<file path="config.mk">
export PLATFORM = sky130hd
export DESIGN_NAME = dma_unit_cost
export DESIGN_NICKNAME = d
export VERILOG_FILES = /design/src/rtl/dma_cost_pkg.sv /design/src/rtl/dma_cost_tbl.sv /design/src/rtl/dma_cost_dp.sv /design/src/rtl/dma_cost_ctrl.sv /design/src/rtl/dma_unit_cost.sv
export SDC_FILE = /design/constraint.sdc
export NUM_CORES = 1
export LEC_CHECK = 0
export ABC_AREA = 1
export BUFFER_PORTS_ARGS = -buffer_cell sky130_fd_sc_hd__buf_2
export CAP_MARGIN = 5
export CORE_ASPECT_RATIO = 1.4
export CORE_MARGIN = 4
export CORE_UTILIZATION = 49
export CTS_BUF_LIST = sky130_fd_sc_hd__clkbuf_8 sky130_fd_sc_hd__clkbuf_16
export CTS_CLUSTER_SIZE = 14
export DETAILED_ROUTE_END_ITERATION = 7
export PLACE_DENSITY = 0.67
export SYNTH_ARGS = -nofsm -noshare
export SYNTH_HDL_FRONTEND = slang
export SYNTH_HIERARCHICAL = 1
export SYNTH_SLANG_ARGS = --single-unit
</file>
<file path="constraint.sdc">
create_clock -name clk -period 6 [get_ports clk]
set_input_delay 1.2 -clock clk [delete_from_list [all_inputs] [get_ports clk]]
set_output_delay 1.2 -clock clk [all_outputs]
set_load 0.01 [all_outputs]
</file>
<file path="src/rtl/dma_cost_pkg.sv">
package dma_cost_pkg;

  localparam int FIELD_W = 4;

  typedef struct packed {
    logic [FIELD_W-1:0] nseq32;
    logic [FIELD_W-1:0] seq32;
    logic [FIELD_W-1:0] nseq16;
    logic [FIELD_W-1:0] seq16;
  } tmgEntry_t;

  localparam int ENTRY_W = $bits(tmgEntry_t);

  typedef enum logic [1:0] {
    CH_IDLE  = 2'd0,
    CH_RUN   = 2'd1,
    CH_PAUSE = 2'd2
  } chState_t;

  typedef struct packed {
    logic charge;
    logic useFirst;
    logic load;
  } costStrobe_t;

endpackage

</file>
<file path="src/rtl/dma_cost_tbl.sv">
module dma_cost_tbl
  import dma_cost_pkg::*;
#(
  parameter int ENTRIES = 16,
  parameter int IDX_W   = $clog2(ENTRIES)
) (
  input  logic             clk,
  input  logic             rstN,
  input  logic             we,
  input  logic [IDX_W-1:0] wIdx,
  input  tmgEntry_t        wData,
  input  logic [IDX_W-1:0] rdIdxA,
  input  logic [IDX_W-1:0] rdIdxB,
  output tmgEntry_t        rdA,
  output tmgEntry_t        rdB
);

  tmgEntry_t ent [ENTRIES];

  for (genvar i = 0; i < ENTRIES; i++) begin : g_ent
    always_ff @(posedge clk) begin
      if (!rstN) begin
        ent[i] <= '0;
      end else if (we && (wIdx == IDX_W'(i))) begin
        ent[i] <= wData;
      end
    end
  end

  assign rdA = ent[rdIdxA];
  assign rdB = ent[rdIdxB];

endmodule

</file>
<file path="src/rtl/dma_cost_dp.sv">
module dma_cost_dp
  import dma_cost_pkg::*;
#(
  parameter int REGION_W    = 8,
  parameter int IDX_W       = 4,
  parameter int COST_W      = 6,
  parameter int BUDGET_W    = 16,
  parameter int MAIN_REGION = 2
) (
  input  logic                       clk,
  input  logic                       rstN,
  input  logic [REGION_W-1:0]        srcRegion,
  input  logic [REGION_W-1:0]        dstRegion,
  input  logic                       wide,
  input  tmgEntry_t                  srcEnt,
  input  tmgEntry_t                  dstEnt,
  input  costStrobe_t                strobe,
  input  logic signed [BUDGET_W-1:0] budgetInit,
  output logic [IDX_W-1:0]           srcIdx,
  output logic [IDX_W-1:0]           dstIdx,
  output logic [COST_W-1:0]          unitCost,
  output logic [COST_W-1:0]          firstCost,
  output logic signed [COST_W:0]     burstAdj,
  output logic signed [BUDGET_W-1:0] budgetLeft,
  output logic                       budgetDone
);

  localparam int SUM_W = COST_W + 1;
  localparam logic [REGION_W-1:0] MAIN = REGION_W'(MAIN_REGION);

  logic [FIELD_W-1:0] seqS, seqD, nseqS, nseqD;
  logic [SUM_W-1:0]   seqSum, nseqSum, baseSum, unitN, firstN;
  logic               srcMain, dstMain, bothMain, sameReg, outDiscount;
  logic [BUDGET_W-1:0] chargeAmt;

  assign srcIdx = srcRegion[IDX_W-1:0];
  assign dstIdx = dstRegion[IDX_W-1:0];

  assign srcMain     = (srcRegion == MAIN);
  assign dstMain     = (dstRegion == MAIN);
  assign bothMain    = srcMain && dstMain;
  assign sameReg     = (srcRegion == dstRegion);
  assign outDiscount = wide && srcMain && !sameReg;

  always_comb begin
    seqS  = wide ? srcEnt.seq32  : srcEnt.seq16;
    nseqS = wide ? srcEnt.nseq32 : srcEnt.nseq16;
    seqD  = wide ? dstEnt.seq32  : dstEnt.seq16;
    nseqD = wide ? dstEnt.nseq32 : dstEnt.nseq16;
  end

  assign seqSum  = SUM_W'(seqS) + SUM_W'(seqD);
  assign nseqSum = SUM_W'(nseqS) + SUM_W'(nseqD);
  assign baseSum = seqSum + SUM_W'(sameReg);

  always_comb begin
    if (bothMain) begin
      unitN  = nseqSum;
      firstN = nseqSum;
    end else begin
      if (outDiscount) begin
        unitN = (baseSum == '0) ? '0 : baseSum - SUM_W'(1);
      end else begin
        unitN = baseSum;
      end
      firstN = nseqSum + SUM_W'(2);
    end
  end

  always_ff @(posedge clk) begin
    if (!rstN) begin
      unitCost  <= '0;
      firstCost <= '0;
      burstAdj  <= '0;
    end else begin
      unitCost  <= unitN[COST_W-1:0];
      firstCost <= firstN[COST_W-1:0];
      burstAdj  <= signed'(firstN - unitN);
    end
  end

  assign chargeAmt = strobe.useFirst ? BUDGET_W'(firstCost) : BUDGET_W'(unitCost);

  always_ff @(posedge clk) begin
    if (!rstN) begin
      budgetLeft <= '0;
    end else if (strobe.load) begin
      budgetLeft <= budgetInit;
    end else if (strobe.charge) begin
      budgetLeft <= budgetLeft - signed'(chargeAmt);
    end
  end

  assign budgetDone = (budgetLeft <= 0);

endmodule

</file>
<file path="src/rtl/dma_cost_ctrl.sv">
module dma_cost_ctrl
  import dma_cost_pkg::*;
(
  input  logic        clk,
  input  logic        rstN,
  input  logic        chStart,
  input  logic        chPause,
  input  logic        chResume,
  input  logic        chStop,
  input  logic        unitDone,
  input  logic        budgetLoad,
  output costStrobe_t strobe,
  output logic        firstPending,
  output logic        chActive,
  output logic        chPaused
);

  chState_t state, stateNxt;
  logic     armed, armedNxt;

  always_comb begin
    stateNxt = state;
    armedNxt = armed;
    unique case (state)
      CH_IDLE: begin
        if (chStart) begin
          stateNxt = CH_RUN;
          armedNxt = 1'b1;
        end
      end
      CH_RUN: begin
        if (unitDone) armedNxt = 1'b0;
        if (chStop) begin
          stateNxt = CH_IDLE;
          armedNxt = 1'b0;
        end else if (chPause) begin
          stateNxt = CH_PAUSE;
        end
      end
      CH_PAUSE: begin
        if (chStop) begin
          stateNxt = CH_IDLE;
          armedNxt = 1'b0;
        end else if (chResume) begin
          stateNxt = CH_RUN;
        end
      end
      default: begin
        stateNxt = CH_IDLE;
        armedNxt = 1'b0;
      end
    endcase
  end

  always_ff @(posedge clk) begin
    if (!rstN) begin
      state <= CH_IDLE;
      armed <= 1'b0;
    end else begin
      state <= stateNxt;
      armed <= armedNxt;
    end
  end

  assign strobe.charge   = (state == CH_RUN) && unitDone;
  assign strobe.useFirst = armed;
  assign strobe.load     = budgetLoad;

  assign firstPending = armed;
  assign chActive     = (state == CH_RUN);
  assign chPaused     = (state == CH_PAUSE);

endmodule

</file>
<file path="src/rtl/dma_unit_cost.sv">
module dma_unit_cost
  import dma_cost_pkg::*;
#(
  parameter int ENTRIES  = 16,
  parameter int IDX_W    = $clog2(ENTRIES),
  parameter int REGION_W = 8,
  parameter int COST_W   = 6,
  parameter int BUDGET_W = 16
) (
  input  logic                       clk,
  input  logic                       rstN,
  input  logic                       tblWe,
  input  logic [IDX_W-1:0]           tblIdx,
  input  logic [ENTRY_W-1:0]         tblData,
  input  logic [REGION_W-1:0]        srcRegion,
  input  logic [REGION_W-1:0]        dstRegion,
  input  logic                       wide,
  input  logic                       chStart,
  input  logic                       chPause,
  input  logic                       chResume,
  input  logic                       chStop,
  input  logic                       unitDone,
  input  logic                       budgetLoad,
  input  logic signed [BUDGET_W-1:0] budgetInit,
  output logic [COST_W-1:0]          unitCost,
  output logic [COST_W-1:0]          firstCost,
  output logic signed [COST_W:0]     burstAdj,
  output logic                       firstPending,
  output logic                       chActive,
  output logic                       chPaused,
  output logic signed [BUDGET_W-1:0] budgetLeft,
  output logic                       budgetDone
);

  tmgEntry_t          srcEnt, dstEnt;
  logic [IDX_W-1:0]   srcIdx, dstIdx;
  costStrobe_t        strobe;

  dma_cost_tbl #(.ENTRIES(ENTRIES), .IDX_W(IDX_W)) u_tbl (
    .clk    (clk),
    .rstN   (rstN),
    .we     (tblWe),
    .wIdx   (tblIdx),
    .wData  (tmgEntry_t'(tblData)),
    .rdIdxA (srcIdx),
    .rdIdxB (dstIdx),
    .rdA    (srcEnt),
    .rdB    (dstEnt)
  );

  dma_cost_ctrl u_ctrl (
    .clk          (clk),
    .rstN         (rstN),
    .chStart      (chStart),
    .chPause      (chPause),
    .chResume     (chResume),
    .chStop       (chStop),
    .unitDone     (unitDone),
    .budgetLoad   (budgetLoad),
    .strobe       (strobe),
    .firstPending (firstPending),
    .chActive     (chActive),
    .chPaused     (chPaused)
  );

  dma_cost_dp #(
    .REGION_W (REGION_W),
    .IDX_W    (IDX_W),
    .COST_W   (COST_W),
    .BUDGET_W (BUDGET_W)
  ) u_dp (
    .clk        (clk),
    .rstN       (rstN),
    .srcRegion  (srcRegion),
    .dstRegion  (dstRegion),
    .wide       (wide),
    .srcEnt     (srcEnt),
    .dstEnt     (dstEnt),
    .strobe     (strobe),
    .budgetInit (budgetInit),
    .srcIdx     (srcIdx),
    .dstIdx     (dstIdx),
    .unitCost   (unitCost),
    .firstCost  (firstCost),
    .burstAdj   (burstAdj),
    .budgetLeft (budgetLeft),
    .budgetDone (budgetDone)
  );

endmodule

</file>
After elaboration in Yosys (flattened, before gate mapping)
Memory sizes are Yosys's and may differ from the RTL's.
Cells that the tools add are included.
{ "totals": {"latchBits": 0, "ramBits": 256, "romBits": 0, "input_bits": 62, "n_memories": 1, "regBits": 38, "wordCells": 170, "output_inout_bits": 39} }
{ "mem_list": {"columns": ["memory", "words", "word_bits", "read_ports", "rd_clocked_by_memory_dff", "wr", "line_no", "source"], "rows": [
  ["u_tbl.ent", 16, 16, 2, 0, 16, "dma_cost_tbl.sv:18", "tmgEntry_t ent [ENTRIES];"]
]} }
{ "classes": {"eq_ne": 25, "n_addsub": 7, "div_mod_pow": 0, "n_mul": 0, "n_shift": 0, "order_cmp": 1, "n_mux": 87, "n_reduce_logical": 27, "bitwise": 16} }
{ "op_table": {"columns": ["op", "n"], "rows": [
  ["$mux 16", 18],
  ["$mux 1", 53],
  ["$eq 4x4->1 const B", 8],
  ["$mux 7", 4],
  ["$logic_and 1x1->1", 20],
  ["$eq 4x3->1 const B", 4],
  ["$eq 8x2->1 const B", 2],
  ["$le 16x1->1 const B", 1],
  ["$mux 4", 4],
  ["$or 1x1->1", 16],
  ["$sub 16x7->16", 1],
  ["$add 4x4->5", 2],
  ["$mux 2", 5],
  ["$ne 3x3->1 const B", 3],
  ["$eq 4x2->1 const B", 2],
  ["$eq 8x8->1", 1],
  ["$add 7x1->7", 1],
  ["$add 7x2->7 const B", 1],
  ["$logic_not 7->1", 1],
  ["$sub 7x1->7 const B", 1],
  ["$sub 7x7->7", 1],
  ["$mux 6", 1],
  ["$pmux 2 s3", 1],
  ["$reduce_and 3->1", 2],
  ["other kinds (9)", 10]
]} }

Longest topological paths before layout
An unclocked memory read counts as a cell.
{ "logic_depth": {"depth_word": 9, "depth_mapped": 32, "mapped_depth_nobuf": 29} }

Modules after synthesis
The synthesis kept the hierarchy.
{ "by_module_without_submodules": {"columns": ["module", "cells_per_inst", "seq_area_each_um2", "area_each_um2", "instances"], "rows": [
  ["dma_cost_tbl", 1981, 7687.4, 14871.8, 1],
  ["dma_cost_dp", 490, 700.7, 3153.0, 1],
  ["dma_cost_ctrl", 37, 60.1, 220.2, 1]
]} }

Least setup slack after synthesis
No wires, ideal clock.
{ "synth_timing": {"kind": "input to register", "start": "in srcRegion[0]", "end": "reg u_dp.burstAdj[6]", "slack_ns": 1.003, "path_buffers": 3, "required_ns": 5.868, "t_arrival_ns": 4.864, "stages": 32, "setup_ns": 0.132, "cell_sequence": "buf_4 -> inv_1 -> clkbuf_1 -> clkbuf_1 -> nand2_1 -> nand3_1 -> nand3_1 -> nand3_1 -> nand2_1 -> or2_2 -> o21ai_0 -> inv_1 -> ha_1 -> nand3_1 -> nand2_1 -> nand2_1 -> nand2_2 -> nor2_4 -> nand3_4 -> nor2_1 -> nor2_1 -> nand2_1 -> nand2_1 -> ha_1 -> fa_1 -> inv_1 -> nand3_1 -> nand2_1 -> a21oi_1 -> o21bai_1 -> o21bai_1 -> a21oi_1"} }
{ "synth_rtl": {"columns": ["item", "line_no", "source"], "rows": [
  ["start: declaration", "dma_unit_cost.sv:15", "input logic [REGION_W-1:0] srcRegion,"],
  ["end signal: assignment", "dma_cost_dp.sv:78", "burstAdj <= signed'(firstN - unitN);"],
  ["end: declaration", "dma_cost_dp.sv:23", "output logic signed [COST_W:0] burstAdj,"]
]} }

==> reports/summary.txt <==
IO Pins -> 101
Via count -> 17330
Seq/Total Area, Yosys -> 0.4630
Setup TNS -> 0 ns
Post-synth top area cell -> edfxtp_1
N_diodes -> 0
Crit-path slowest cell -> buf_12
Vias in the first global route -> 16710
Global route total overflow -> 0
Most frequent CP cell -> nand2_1
HP Class -> reg -> reg
Final worst-path cycle share -> 0.8437
Initial Util -> 0.4963
Netlist Area Pre-Place -> 18240 um2
Avg Synthesized Cell Area -> 7.275 um2
Post-synth EDFFs -> 256
Port Buf Inserts -> 100
Sequential cell area -> 8448 um2
Yosys reg bits -> 294
Antenna violations before repair -> 0
Synth area leaders -> edfxtp_1 (42%), nand2_1 (15%), nand3_1 (13%)
Worst setup path category -> in -> reg
Chip Width -> 171.1 um
DR iter-0 viols -> 2100
P&R area growth vs syn -> 10.10%
Share of layout cells above drive strength 1 -> 0.09384
First-pass GRT wire length -> 94470 um
Worst vdd ir -> 0.2120 mV
Skew-Pair Late Insertion Delay -> 0.59 ns
Vias per inst -> 5.748
Drt wl/cell -> 20.83 um
Detailed placer's ending HPWL -> 41330 um
Drt drc -> 0
All-Layer GR Usage -> 0.3027
Top_reg_cell synth -> edfxtp_1
R2r startpoint -> u_tbl/ent[1][9]
Arrival @ worst endpoint -> 5.55 ns
Die Ht -> 236.3 um
Num Clock Sinks -> 294
Synth top area share -> 0.4213
HP Start -> u_dp/budgetLeft[12]
Final WL -> 62790 um
Final Hold Fails -> 0
Core area -> 36760 um2
First-pass DRT Iterations -> 6
RSZ-0062 raised after global routing -> no
Startpoint types -> primary input
Worst Path Required -> 6.49 ns
Multi-input logic area -> 7739 um2
Post-synth cell types -> 49
Clock skew -> 0.02156 ns
Max_cap viols -> 0
Largest net degree at the start of global routing -> 131
Nets -> 2614
Slowest stage delay, CP -> 0.48 ns
Static Leakage -> 9.668 nW
Post-CTS Setup Inserts -> 0
Post-CTS sizing -> 0
CP endpoint kind -> flop
TritonCTS clock tree -> done
Cell row count -> 83
Highest net fanout along the worst path -> 130
CTS Buffer Depth -> 3
Most frequent cell after synthesis -> nand2_1
Worst Setup SP -> dstRegion[0]
Syn Nets -> 2597
Peak Freq -> 197.5 MHz
CTS buffer count -> 29
Yosys warnings -> 6
Die area -> 40430 um2
Util after Layout -> 0.5464
CTS Root Cell -> clkbuf_16
PwrDens -> 279.9 nW/um2
Async set or reset register ratio after synthesis -> 0
Reg clk slew, reported paths -> 0.07 ns
Clock H-tree levels -> 1
Ranking of synthesized cells by instance count -> nand2_1 (737), nand3_1 (473), inv_1 (346)
Routability cong. -> 0.9626
# fillers -> 3575
Slew HR -> 0.1573
Cts hold-fix bufs -> 0
Final min period -> 5.062 ns
Finish-stage setup viols -> 0
ANT nets after route -> 0
Mapped Cells -> 2508
Tightest Pin Transition -> 1.260 ns
Max Transition Viols Final -> 0
Status -> complete, no violations
## worst paths after layout
kind / endpoint / slack, ns / cells past startpoint
worst max-delay path: u_dp/burstAdj[6] / 0.94 / 30
worst min register to register: u_dp/budgetLeft[12] / 0.53 / 2
worst max register to register: u_dp/burstAdj[6] / 1.83 / 29
worst min-delay path: u_dp/budgetLeft[12] / 0.53 / 2
## sequential cells by signal, summed over array words and instances, names as in the netlist
register             count
u_ctrl/firstPending      1
u_ctrl/state             2
u_dp/budgetLeft         16
u_dp/burstAdj            7
u_dp/firstCost           6
u_dp/unitCost            6
u_tbl/ent              256
## worst max-delay path, delay by kind of cell
family,cells,cell delay [ns]
buf+inv,4,0.77
fa+ha+maj,3,0.85
simple gates,19,2.04
compound gates,4,0.56
## cell families after synthesis
logic type               count (synthesis)  share of synthesized area
AO/OA/AOI/OAI                           87                    0.02867
AND/OR/NAND/NOR                       1565                     0.3650
XOR/XNOR                                13                   0.006241
flip-flops                             294                     0.4630
buffers and inverters                  517                     0.1136
multiplexers                             5                   0.002812
adder cells (fa/ha/maj)                 27                    0.02057
## cells in the final DEF, fill, tap and decap left out, types with 8 or more instances in the layout
| cell type | n |
|---|---|
| buf_12 | 14 |
| buf_2 | 98 |
| o21ai_0 | 15 |
| nor2_1 | 305 |
| clkinv_2 | 9 |
| nand4_1 | 19 |
| inv_1 | 347 |
| xor2_1 | 10 |
| a21oi_1 | 30 |
| ha_1 | 22 |
| clkbuf_16 | 29 |
| dfxtp_1 | 38 |
| nand3_1 | 473 |
| buf_4 | 33 |
| a31oi_1 | 8 |
| edfxtp_1 | 256 |
| inv_2 | 10 |
| nand2_1 | 737 |
## per-layer routing
layer	track usage	vias up	wire length, um
met1	0.3730	8110	23320
met3	0.04141	221	5571
met2	0.5097	986	30040
met4	0.1643	0	3856
li1	-	8008	-
met5	0	-	0
## report_power, final
| group | switching, mW | internal, mW |
|---|---|---|
| registers | 0.0604 | 2.38 |
| clock network | 0.815 | 1.05 |
| logic | 0.890 | 0.432 |
## cell type report
class | instances | share of cell area
well taps | 467 | 0.02909
repair buffers | 145 | 0.05070
multi-input cells | 1697 | 0.3852
clock inverters | 24 | 0.01115
clock buffers | 29 | 0.03613
inverters | 358 | 0.06714
flip-flops and latches | 294 | 0.4206
## stage by stage
step / total power [mW] / instance area [um2] / setup WS, ns / hold WS, ns / instances
after floorplan: 3.360 / 18250 / 1.003 / 0.4931 / 2508
after global placement: 3.765 / 19140 / 0.5183 / 0.5065 / 2961
after detailed placement: 3.783 / 19140 / 0.4578 / 0.5161 / 2961
after CTS: 5.634 / 20090 / 1.067 / 0.5264 / 3014
after global routing: 5.887 / 20090 / 0.6060 / 0.5530 / 3014
final: 5.623 / 20090 / 0.9379 / 0.5261 / 3014
Note: power is estimated with default switching activity, not from simulation.
